<file path="src/rtl/pkt_ring_pkg.sv">
package pkt_ring_pkg;

    typedef enum logic [3:0] {
        RG_SET       = 4'd0,
        RG_CLR       = 4'd1,
        RG_START_LO  = 4'd2,
        RG_START_HI  = 4'd3,
        RG_SIZE      = 4'd4,
        RG_TMO       = 4'd5,
        RG_HEAD_LO   = 4'd6,
        RG_HEAD_HI   = 4'd7,
        RG_CNT_BASE  = 4'd8
    } reg_idx_e;

    localparam int NUM_CNT = 5;
    localparam int RUN_BIT = 0;
    localparam int ERR_BIT = 1;
    localparam int IRQ_BIT = 9;
    localparam int OFF_W   = 24;
    localparam int BLK_W   = 16;

    typedef struct packed {
        logic [7:0] blocks;
        logic [7:0] pkts;
        logic [7:0] spare;
        logic [7:0] pkt_bytes;
    } geom_t;

    typedef struct packed {
        logic run;
        logic err;
        logic irq;
    } ctrl_t;

    typedef struct packed {
        logic presented;
        logic accept;
        logic drop_idle;
        logic drop_full;
        logic blk_done;
        logic flush;
    } evt_t;

    function automatic logic [31:0] pack_geom(input int blocks, input int pkts, input int bytes);
        geom_t g;
        g.blocks    = 8'(blocks);
        g.pkts      = 8'(pkts);
        g.spare     = 8'd0;
        g.pkt_bytes = 8'(bytes);
        return g;
    endfunction

    function automatic logic [BLK_W-1:0] block_len(input geom_t g);
        return BLK_W'(g.pkt_bytes) * BLK_W'(g.pkts);
    endfunction

    function automatic logic [OFF_W-1:0] ring_len(input geom_t g);
        return OFF_W'(block_len(g)) * OFF_W'(g.blocks);
    endfunction

endpackage

</file>
<file path="src/rtl/pkt_ring_regs.sv">
module pkt_ring_regs
    import pkt_ring_pkg::*;
#(
    parameter logic [31:0] SIZE_RST = 32'h0880_00BC,
    parameter logic [31:0] TMO_RST  = 32'd375000000,
    parameter int          CNT_W    = 32
) (
    input  logic             clk,
    input  logic             rst,
    input  logic             we,
    input  logic [3:0]       addr,
    input  logic [31:0]      wdata,
    input  evt_t             evt,
    input  logic [31:0]      head_addr,
    output logic [31:0]      rdata,
    output logic             run,
    output logic             run_rise,
    output logic [31:0]      start,
    output logic [31:0]      timeout,
    output logic [BLK_W-1:0] blk_len,
    output logic [OFF_W-1:0] ring_size,
    output logic             irq
);
    ctrl_t       ctrl_q, ctrl_d;
    logic [31:0] start_hi_q;
    geom_t       geom_q;
    logic [31:0] tmo_q;
    logic        set_w, clr_w;
    logic [NUM_CNT-1:0] cnt_inc;
    logic [CNT_W-1:0]   cnt_q [NUM_CNT];

    assign set_w = we && (addr == RG_SET);
    assign clr_w = we && (addr == RG_CLR);

    always_comb begin
        ctrl_d = ctrl_q;
        if (set_w) begin
            if (wdata[RUN_BIT]) ctrl_d.run = 1'b1;
            if (wdata[ERR_BIT]) ctrl_d.err = 1'b1;
            if (wdata[IRQ_BIT]) ctrl_d.irq = 1'b1;
        end
        if (clr_w) begin
            if (wdata[RUN_BIT]) ctrl_d.run = 1'b0;
            if (wdata[ERR_BIT]) ctrl_d.err = 1'b0;
            if (wdata[IRQ_BIT]) ctrl_d.irq = 1'b0;
        end
        // hardware events take precedence over a software clear
        if (evt.drop_full)            ctrl_d.err = 1'b1;
        if (evt.blk_done || evt.flush) ctrl_d.irq = 1'b1;
    end

    always_ff @(posedge clk) begin
        if (rst) begin
            ctrl_q     <= '0;
            start_hi_q <= '0;
            geom_q     <= SIZE_RST;
            tmo_q      <= TMO_RST;
            start      <= '0;
        end else begin
            ctrl_q <= ctrl_d;
            if (we) begin
                case (addr)
                    RG_START_LO: start      <= {2'b00, wdata[29:0]};
                    RG_START_HI: start_hi_q <= wdata;
                    RG_SIZE:     geom_q     <= wdata;
                    RG_TMO:      tmo_q      <= wdata;
                    default: ;
                endcase
            end
        end
    end

    assign cnt_inc = {evt.drop_full, evt.flush, evt.drop_idle, evt.accept, evt.presented};

    for (genvar k = 0; k < NUM_CNT; k++) begin : g_cnt
        always_ff @(posedge clk) begin
            if (rst)             cnt_q[k] <= '0;
            else if (cnt_inc[k]) cnt_q[k] <= cnt_q[k] + 1'b1;
        end
    end

    always_comb begin
        rdata = '0;
        case (addr)
            RG_SET, RG_CLR: begin
                rdata[RUN_BIT] = ctrl_q.run;
                rdata[ERR_BIT] = ctrl_q.err;
                rdata[IRQ_BIT] = ctrl_q.irq;
            end
            RG_START_LO: rdata = start;
            RG_START_HI: rdata = start_hi_q;
            RG_SIZE:     rdata = geom_q;
            RG_TMO:      rdata = tmo_q;
            RG_HEAD_LO:  rdata = head_addr;
            RG_HEAD_HI:  rdata = start_hi_q;
            default: begin
                if (addr >= RG_CNT_BASE && addr < 4'(RG_CNT_BASE + NUM_CNT))
                    rdata = 32'(cnt_q[3'(addr - RG_CNT_BASE)]);
            end
        endcase
    end

    assign run       = ctrl_q.run;
    assign run_rise  = set_w && wdata[RUN_BIT] && !ctrl_q.run;
    assign timeout   = tmo_q;
    assign blk_len   = block_len(geom_q);
    assign ring_size = ring_len(geom_q);
    assign irq       = ctrl_q.irq;

    a_r6_block_irq: assert property (@(posedge clk) disable iff (rst)
        evt.blk_done |=> irq);
    a_r7_flush_irq: assert property (@(posedge clk) disable iff (rst)
        evt.flush |=> irq);
    a_r10_err_flag: assert property (@(posedge clk) disable iff (rst)
        evt.drop_full |=> ctrl_q.err);
    a_r2_irq_clear: assert property (@(posedge clk) disable iff (rst)
        (clr_w && wdata[IRQ_BIT] && !evt.blk_done && !evt.flush) |=> !irq);

endmodule

</file>
<file path="src/rtl/pkt_ring_addr.sv">
module pkt_ring_addr
    import pkt_ring_pkg::*;
(
    input  logic             clk,
    input  logic             rst,
    input  logic             run,
    input  logic             run_rise,
    input  logic [31:0]      start,
    input  logic [BLK_W-1:0] blk_len,
    input  logic [OFF_W-1:0] ring_size,
    input  logic             in_valid,
    input  logic [7:0]       in_data,
    input  logic             wr_ready,
    output logic             wr_valid,
    output logic [31:0]      wr_addr,
    output logic [7:0]       wr_data,
    output logic [31:0]      head_addr,
    output logic             blk_pend,
    output logic             accept,
    output logic             drop_full,
    output logic             drop_idle,
    output logic             blk_done
);
    logic [OFF_W-1:0] head_off, off_nxt;
    logic [BLK_W-1:0] fill;
    logic             slot_free, blk_last;

    assign slot_free = !wr_valid || wr_ready;
    assign accept    = in_valid && run && slot_free;
    assign drop_full = in_valid && run && !slot_free;
    assign drop_idle = in_valid && !run;
    assign blk_last  = (fill + 1'b1) >= blk_len;
    assign blk_done  = accept && blk_last;
    assign off_nxt   = ((head_off + 1'b1) >= ring_size) ? '0 : head_off + 1'b1;
    assign head_addr = start + 32'(head_off);
    assign blk_pend  = (fill != '0);

    always_ff @(posedge clk) begin
        if (rst) begin
            head_off <= '0;
            fill     <= '0;
        end else if (run_rise) begin
            head_off <= '0;
            fill     <= '0;
        end else if (accept) begin
            head_off <= off_nxt;
            fill     <= blk_last ? '0 : fill + 1'b1;
        end
    end

    always_ff @(posedge clk) begin
        if (rst) begin
            wr_valid <= 1'b0;
            wr_addr  <= '0;
            wr_data  <= '0;
        end else if (accept) begin
            wr_valid <= 1'b1;
            wr_addr  <= head_addr;
            wr_data  <= in_data;
        end else if (wr_ready) begin
            wr_valid <= 1'b0;
        end
    end

    a_r10_slot_hold: assert property (@(posedge clk) disable iff (rst)
        (wr_valid && !wr_ready) |=> (wr_valid && $stable(wr_addr) && $stable(wr_data)));
    a_r8_head_hold: assert property (@(posedge clk) disable iff (rst)
        (!run && !run_rise) |=> $stable(head_off));
    a_r9_reload: assert property (@(posedge clk) disable iff (rst)
        run_rise |=> (head_off == '0 && fill == '0));
    a_r5_wrap: assert property (@(posedge clk) disable iff (rst)
        (accept && !run_rise && (head_off + 1'b1 == ring_size)) |=> (head_off == '0));
    a_r4_write_addr: assert property (@(posedge clk) disable iff (rst)
        accept |=> (wr_valid && wr_addr == $past(head_addr)));

endmodule

</file>
<file path="src/rtl/pkt_ring_timer.sv">
module pkt_ring_timer (
    input  logic        clk,
    input  logic        rst,
    input  logic        run,
    input  logic        accept,
    input  logic        pend,
    input  logic [31:0] timeout,
    output logic        flush
);
    logic [31:0] cnt;
    logic        armed;

    assign flush = run && pend && armed && !accept && (timeout != '0)
                   && ((cnt + 1'b1) >= timeout);

    always_ff @(posedge clk) begin
        if (rst) begin
            cnt   <= '0;
            armed <= 1'b0;
        end else if (accept) begin
            cnt   <= '0;
            armed <= 1'b1;
        end else if (flush) begin
            cnt   <= '0;
            armed <= 1'b0;
        end else if (run && pend && armed) begin
            cnt   <= cnt + 1'b1;
        end
    end

    a_r7_single_flush: assert property (@(posedge clk) disable iff (rst)
        flush |=> !flush);
    a_r7_needs_gap: assert property (@(posedge clk) disable iff (rst)
        accept |=> !flush || (timeout <= 32'd1));

endmodule

</file>
<file path="src/rtl/pkt_ring_dma.sv">
module pkt_ring_dma
    import pkt_ring_pkg::*;
#(
    parameter int DEF_PKT_BYTES    = 188,
    parameter int DEF_PKTS_PER_BLK = 128,
    parameter int DEF_BLOCKS       = 8,
    parameter int DEF_TIMEOUT      = 375000000,
    parameter int CNT_W            = 32
) (
    input  logic        clk,
    input  logic        rst,
    input  logic        reg_we,
    input  logic [3:0]  reg_addr,
    input  logic [31:0] reg_wdata,
    output logic [31:0] reg_rdata,
    input  logic        in_valid,
    input  logic [7:0]  in_data,
    output logic        wr_valid,
    output logic [31:0] wr_addr,
    output logic [7:0]  wr_data,
    input  logic        wr_ready,
    output logic        irq
);
    localparam logic [31:0] SIZE_RST = pack_geom(DEF_BLOCKS, DEF_PKTS_PER_BLK, DEF_PKT_BYTES);
    localparam logic [31:0] TMO_RST  = 32'(DEF_TIMEOUT);

    evt_t             evt;
    logic             run, run_rise, blk_pend;
    logic [31:0]      start, timeout, head_addr;
    logic [BLK_W-1:0] blk_len;
    logic [OFF_W-1:0] ring_size;
    logic             accept, drop_full, drop_idle, blk_done, flush;

    always_comb begin
        evt.presented = in_valid;
        evt.accept    = accept;
        evt.drop_idle = drop_idle;
        evt.drop_full = drop_full;
        evt.blk_done  = blk_done;
        evt.flush     = flush;
    end

    pkt_ring_regs #(
        .SIZE_RST (SIZE_RST),
        .TMO_RST  (TMO_RST),
        .CNT_W    (CNT_W)
    ) u_regs (
        .clk       (clk),
        .rst       (rst),
        .we        (reg_we),
        .addr      (reg_addr),
        .wdata     (reg_wdata),
        .evt       (evt),
        .head_addr (head_addr),
        .rdata     (reg_rdata),
        .run       (run),
        .run_rise  (run_rise),
        .start     (start),
        .timeout   (timeout),
        .blk_len   (blk_len),
        .ring_size (ring_size),
        .irq       (irq)
    );

    pkt_ring_addr u_addr (
        .clk       (clk),
        .rst       (rst),
        .run       (run),
        .run_rise  (run_rise),
        .start     (start),
        .blk_len   (blk_len),
        .ring_size (ring_size),
        .in_valid  (in_valid),
        .in_data   (in_data),
        .wr_ready  (wr_ready),
        .wr_valid  (wr_valid),
        .wr_addr   (wr_addr),
        .wr_data   (wr_data),
        .head_addr (head_addr),
        .blk_pend  (blk_pend),
        .accept    (accept),
        .drop_full (drop_full),
        .drop_idle (drop_idle),
        .blk_done  (blk_done)
    );

    pkt_ring_timer u_timer (
        .clk     (clk),
        .rst     (rst),
        .run     (run),
        .accept  (accept),
        .pend    (blk_pend),
        .timeout (timeout),
        .flush   (flush)
    );

endmodule

</file>
<file path="config.mk">
export PLATFORM = sky130hd
export DESIGN_NAME = pkt_ring_dma
export DESIGN_NICKNAME = d
export VERILOG_FILES = /design/src/rtl/pkt_ring_pkg.sv /design/src/rtl/pkt_ring_regs.sv /design/src/rtl/pkt_ring_addr.sv /design/src/rtl/pkt_ring_timer.sv /design/src/rtl/pkt_ring_dma.sv
export SDC_FILE = /design/constraint.sdc
export NUM_CORES = 1
export LEC_CHECK = 0
export ABC_AREA = 1
export BUFFER_PORTS_ARGS = -buffer_cell sky130_fd_sc_hd__clkbuf_2
export CORE_MARGIN = 2
export CORE_UTILIZATION = 30
export DETAILED_ROUTE_END_ITERATION = 12
export GPL_TIMING_DRIVEN = 0
export HOLD_SLACK_MARGIN = 0.06
export PLACE_DENSITY_LB_ADDON = 0.08
export RECOVER_POWER = 100
export SLEW_MARGIN = 20
export SYNTH_ARGS = -nofsm -noshare
export SYNTH_HDL_FRONTEND = slang
export SYNTH_SLANG_ARGS = --single-unit
</file>
<file path="constraint.sdc">
create_clock -name clk -period 26.5 [get_ports clk]
set_input_delay 3.975 -clock clk [delete_from_list [all_inputs] [get_ports clk]]
set_output_delay 3.975 -clock clk [all_outputs]
set_load 0.02 [all_outputs]
</file>
==> qor.yml <==
outcome: "finished with violations"
failed_checks: "max-capacitance violations, max-slew violations"
fp.coreArea_um2: 104000
die-area_um2: 108000
multi_input_area_um2: 18600
dp_hpwl_um: 106000
numCtsBuffers: 53
slew_viol_final: 53
buffer_ports.inserted: 120
synth_sequential_area_ratio_pct: 30.6
finalClockSkew_ns: 0.0708
synth_async_sr_flop_share_pct: 0
initial_core_util_pct: 30.3
setup_repair_after_global_routing_missed_its_margin: "false"
end_kind: "output pin"
final_common_cell: "sky130_fd_sc_hd__nand2_1"
insertion_delay_ns: 0.66
floorplan.die.height_um: 328
critPathSlowestCell: "sky130_fd_sc_hd__nor2_1"
share_of_post_route_cells_with_drive_strength_above_1_pct: 4.09
grt_pass1_vias: 29100
clock.fmax_mhz: 89.2
timing.critical_path.required_ns: 22.52
globalRouteTotalUtil_pct: 23.9
pwr_density_cell_nw_per_um2: 47.2
die_x_um: 328
synthToLayoutAreaGrowth_pct: 12.8
grt_overflow_total: 0
vias_per_cell: 5.06
fin_crit_sh_pct: 42.3
finalSetupTns_ns: 0
rows: 118
cts.repair.resized: 0
synth_seq_cells: 402
count_of_buffering_cells_on_the_critical_path_with_inverters_included: 5
period_needed_ns: 11.21
worstPathMaxFanout: 10
vdd_drop_max_mv: 0.0459
setup_viol: 0
final_hold_violations: 0
num-nets-final: 4983
post_synth_num_cell_types: 53
cts_root_buffer: "sky130_fd_sc_hd__clkbuf_16"
antenna_found_initial: 19
synth.cell_area_um2: 31500
drt_iter0_drc: 2652
worst_path_most_repeated_cell: "sky130_fd_sc_hd__clkbuf_1"
ys.flop_type: "sky130_fd_sc_hd__dfxtp_1"
tightest_pin_transition_ns: 3.06
routabilityCongestion: 1.03
setup.worst_path.start_class: "input pin"
synth-edff-count: 160
fin_util_pct: 34.2
tritoncts_clock_tree: "yes"
max-cap-violations: 2
totalWireLength_um: 130000
first_pass_iters: 8
cp.arrival_ns: 7.23
post_cts_buffers: 0
h-tree-depth: 2
ios: 123
power.static_leakage_nw: 15.4
routedWlPerCell_um: 21.5
power_w: 0.00168
antenna_violating_nets_post_route: 0
min-delay-path-class: "reg -> reg"
critical_path.max_stage_delay_ns: 0.89
timing_worst_setup_path_type: "in -> out"
drc_errors: 0
hold_buffers: 0
grt_first_pass_wirelength_um: 193000
cp_cell_sequence: "clkbuf_1 > inv_1 > nand2_1 > nor2_1 > inv_1 > clkbuf_1 > o22ai_1 > a221oi_1 > nand4_1 > clkbuf_1"
route.vias.total: 30700
layout.cells.most_common_list: "sky130_fd_sc_hd__nand2_1, sky130_fd_sc_hd__inv_1, sky130_fd_sc_hd__nor2_1, sky130_fd_sc_hd__a21oi_1, sky130_fd_sc_hd__o21ai_0"
area.sequential_um2: 9650
cp_top_family: "simple AND/OR/NAND/NOR gates"
clk_path_buf_depth: 3
nFillCells: 11500
synth_fp_nets: 4803
largest_net_degree_at_the_start_of_global_routing: 31
post_synth_inst_count: 4448
yosys_warnings: 0
postSynthAreaPerCell_um2: 7.09
worst_slew_margin_rel_pct: -106
clkSinkCount: 402
cts.reportedPaths.clkPinSlew_ns: 0.06
## Yosys cell counts, types with 6 or more instances
library cell	number	area (um^2)
sky130_fd_sc_hd__o21ai_0	269	1350
sky130_fd_sc_hd__inv_1	707	2650
sky130_fd_sc_hd__a211oi_1	8	60.1
sky130_fd_sc_hd__nand2_1	911	3420
sky130_fd_sc_hd__inv_2	9	33.8
sky130_fd_sc_hd__nor3_1	95	475
sky130_fd_sc_hd__buf_1	6	22.5
sky130_fd_sc_hd__o22ai_1	90	563
sky130_fd_sc_hd__edfxtp_1	160	4800
sky130_fd_sc_hd__clkbuf_1	113	424
sky130_fd_sc_hd__a31oi_1	8	50.1
sky130_fd_sc_hd__o211ai_1	36	270
sky130_fd_sc_hd__or2_2	31	194
sky130_fd_sc_hd__buf_2	29	145
sky130_fd_sc_hd__a221oi_1	28	245
sky130_fd_sc_hd__a21o_1	10	75.1
sky130_fd_sc_hd__xor2_1	81	709
sky130_fd_sc_hd__a21oi_1	300	1500
sky130_fd_sc_hd__dfxtp_1	242	4840
sky130_fd_sc_hd__xnor2_1	41	359
sky130_fd_sc_hd__nand3b_1	15	113
sky130_fd_sc_hd__ha_1	185	2310
sky130_fd_sc_hd__nand3_1	202	1010
sky130_fd_sc_hd__nand4_1	90	563
sky130_fd_sc_hd__o21bai_1	8	60.1
sky130_fd_sc_hd__nor2_2	13	81.3
sky130_fd_sc_hd__a22o_1	9	78.8
sky130_fd_sc_hd__nor3b_1	21	158
sky130_fd_sc_hd__nor2_1	544	2040
sky130_fd_sc_hd__fa_1	121	2420
sky130_fd_sc_hd__o21a_1	12	90.1
sky130_fd_sc_hd__nor4_1	14	87.6
## cell families (layout without fill, tap and decap cells)
kind of cell,count (synthesis),in the layout,share of synthesized area (%)
AND/OR/NAND/NOR,1956,1956,26.4
buffers and inverters,867,1092,10.5
AO/OA/AOI/OAI,792,792,14.1
flip-flops,402,402,30.6
adder cells (fa/ha/maj),306,306,15.0
XOR/XNOR,122,122,3.39
multiplexers,2,2,0.0635
other,1,3,0.0119
## flip-flops by register name (all words and copies together), names as in the netlist, named ones only
register / flops
u_regs.start: 30
u_timer.cnt: 32
u_addr.wr_data: 8
u_addr.wr_addr: 31
u_regs.start_hi_q: 32
u_regs.ctrl_q: 1
u_timer.armed: 1
u_addr.head_off: 24
u_regs.geom_q: 32
u_regs.irq: 1
u_regs.timeout: 32
u_addr.fill: 16
u_addr.wr_valid: 1
u_regs.cnt_q: 160
## metrics by stage
step | hold slack (ns) | std cells | setup WS [ns] | cell area [um^2]
finish | 0.449 | 6055 | 15.29 | 35600
global route | 0.467 | 6054 | 14.48 | 35600
CTS | 0.452 | 6053 | 15.31 | 35800
detailed placement | 0.441 | 5953 | 15.31 | 34000
global placement | 0.437 | 5948 | 15.39 | 33900
floorplan | 0.424 | 4448 | 17.34 | 31500
## power by group
part           switching, W  total [W]  internal (W)
combinational      0.000171   0.000236     0.0000657
clock              0.000314   0.000763      0.000449
sequential        0.0000213   0.000681      0.000660
total              0.000506    0.00168       0.00117
## routing by layer
layer  part of all wire (%)  up-vias  global-route usage, %  wire, um
met1                     47    14600                   34.3     61300
met3                    6.9      190                   4.25      9030
met4                    3.2       14                   7.74      4200
met2                     43      951                   36.2     55600
met5                  0.054        -                 0.0887        70
li1                       -    14900                      -         -
## tightest hold or removal path, cell delays in order (launching register included)
cell and delay [ns]:
sky130_fd_sc_hd__dfxtp_1 0.31, sky130_fd_sc_hd__nand2_1 0.06, sky130_fd_sc_hd__nand2_1 0.05
## worst paths after layout
check / slack [ns] / startpoint / endpoint / depth (start not counted)
worst max-delay path: 15.29 / reg_addr[1] / reg_rdata[0] / 10
worst min-delay path: 0.45 / u_addr.wr_addr[13] / u_addr.wr_addr[13] / 2
worst max register to register: 15.38 / u_regs.geom_q[23] / u_addr.head_off[21] / 37
worst min register to register: 0.45 / u_addr.wr_addr[13] / u_addr.wr_addr[13] / 2
## final cells by class
cell class                      count  share of cell area, %
Inverter                          717                   7.57
Clock inverter                     28                  0.866
Antenna cell                        2                 0.0141
Sequential cell                   402                   27.1
Timing Repair Buffer              125                   1.47
Tap cell                         1380                   4.86
Buffer                            150                   1.64
Multi-Input combinational cell   3179                   52.2
Clock buffer                       72                   4.25
No activity file was read; power rests on OpenSTA's default activity.
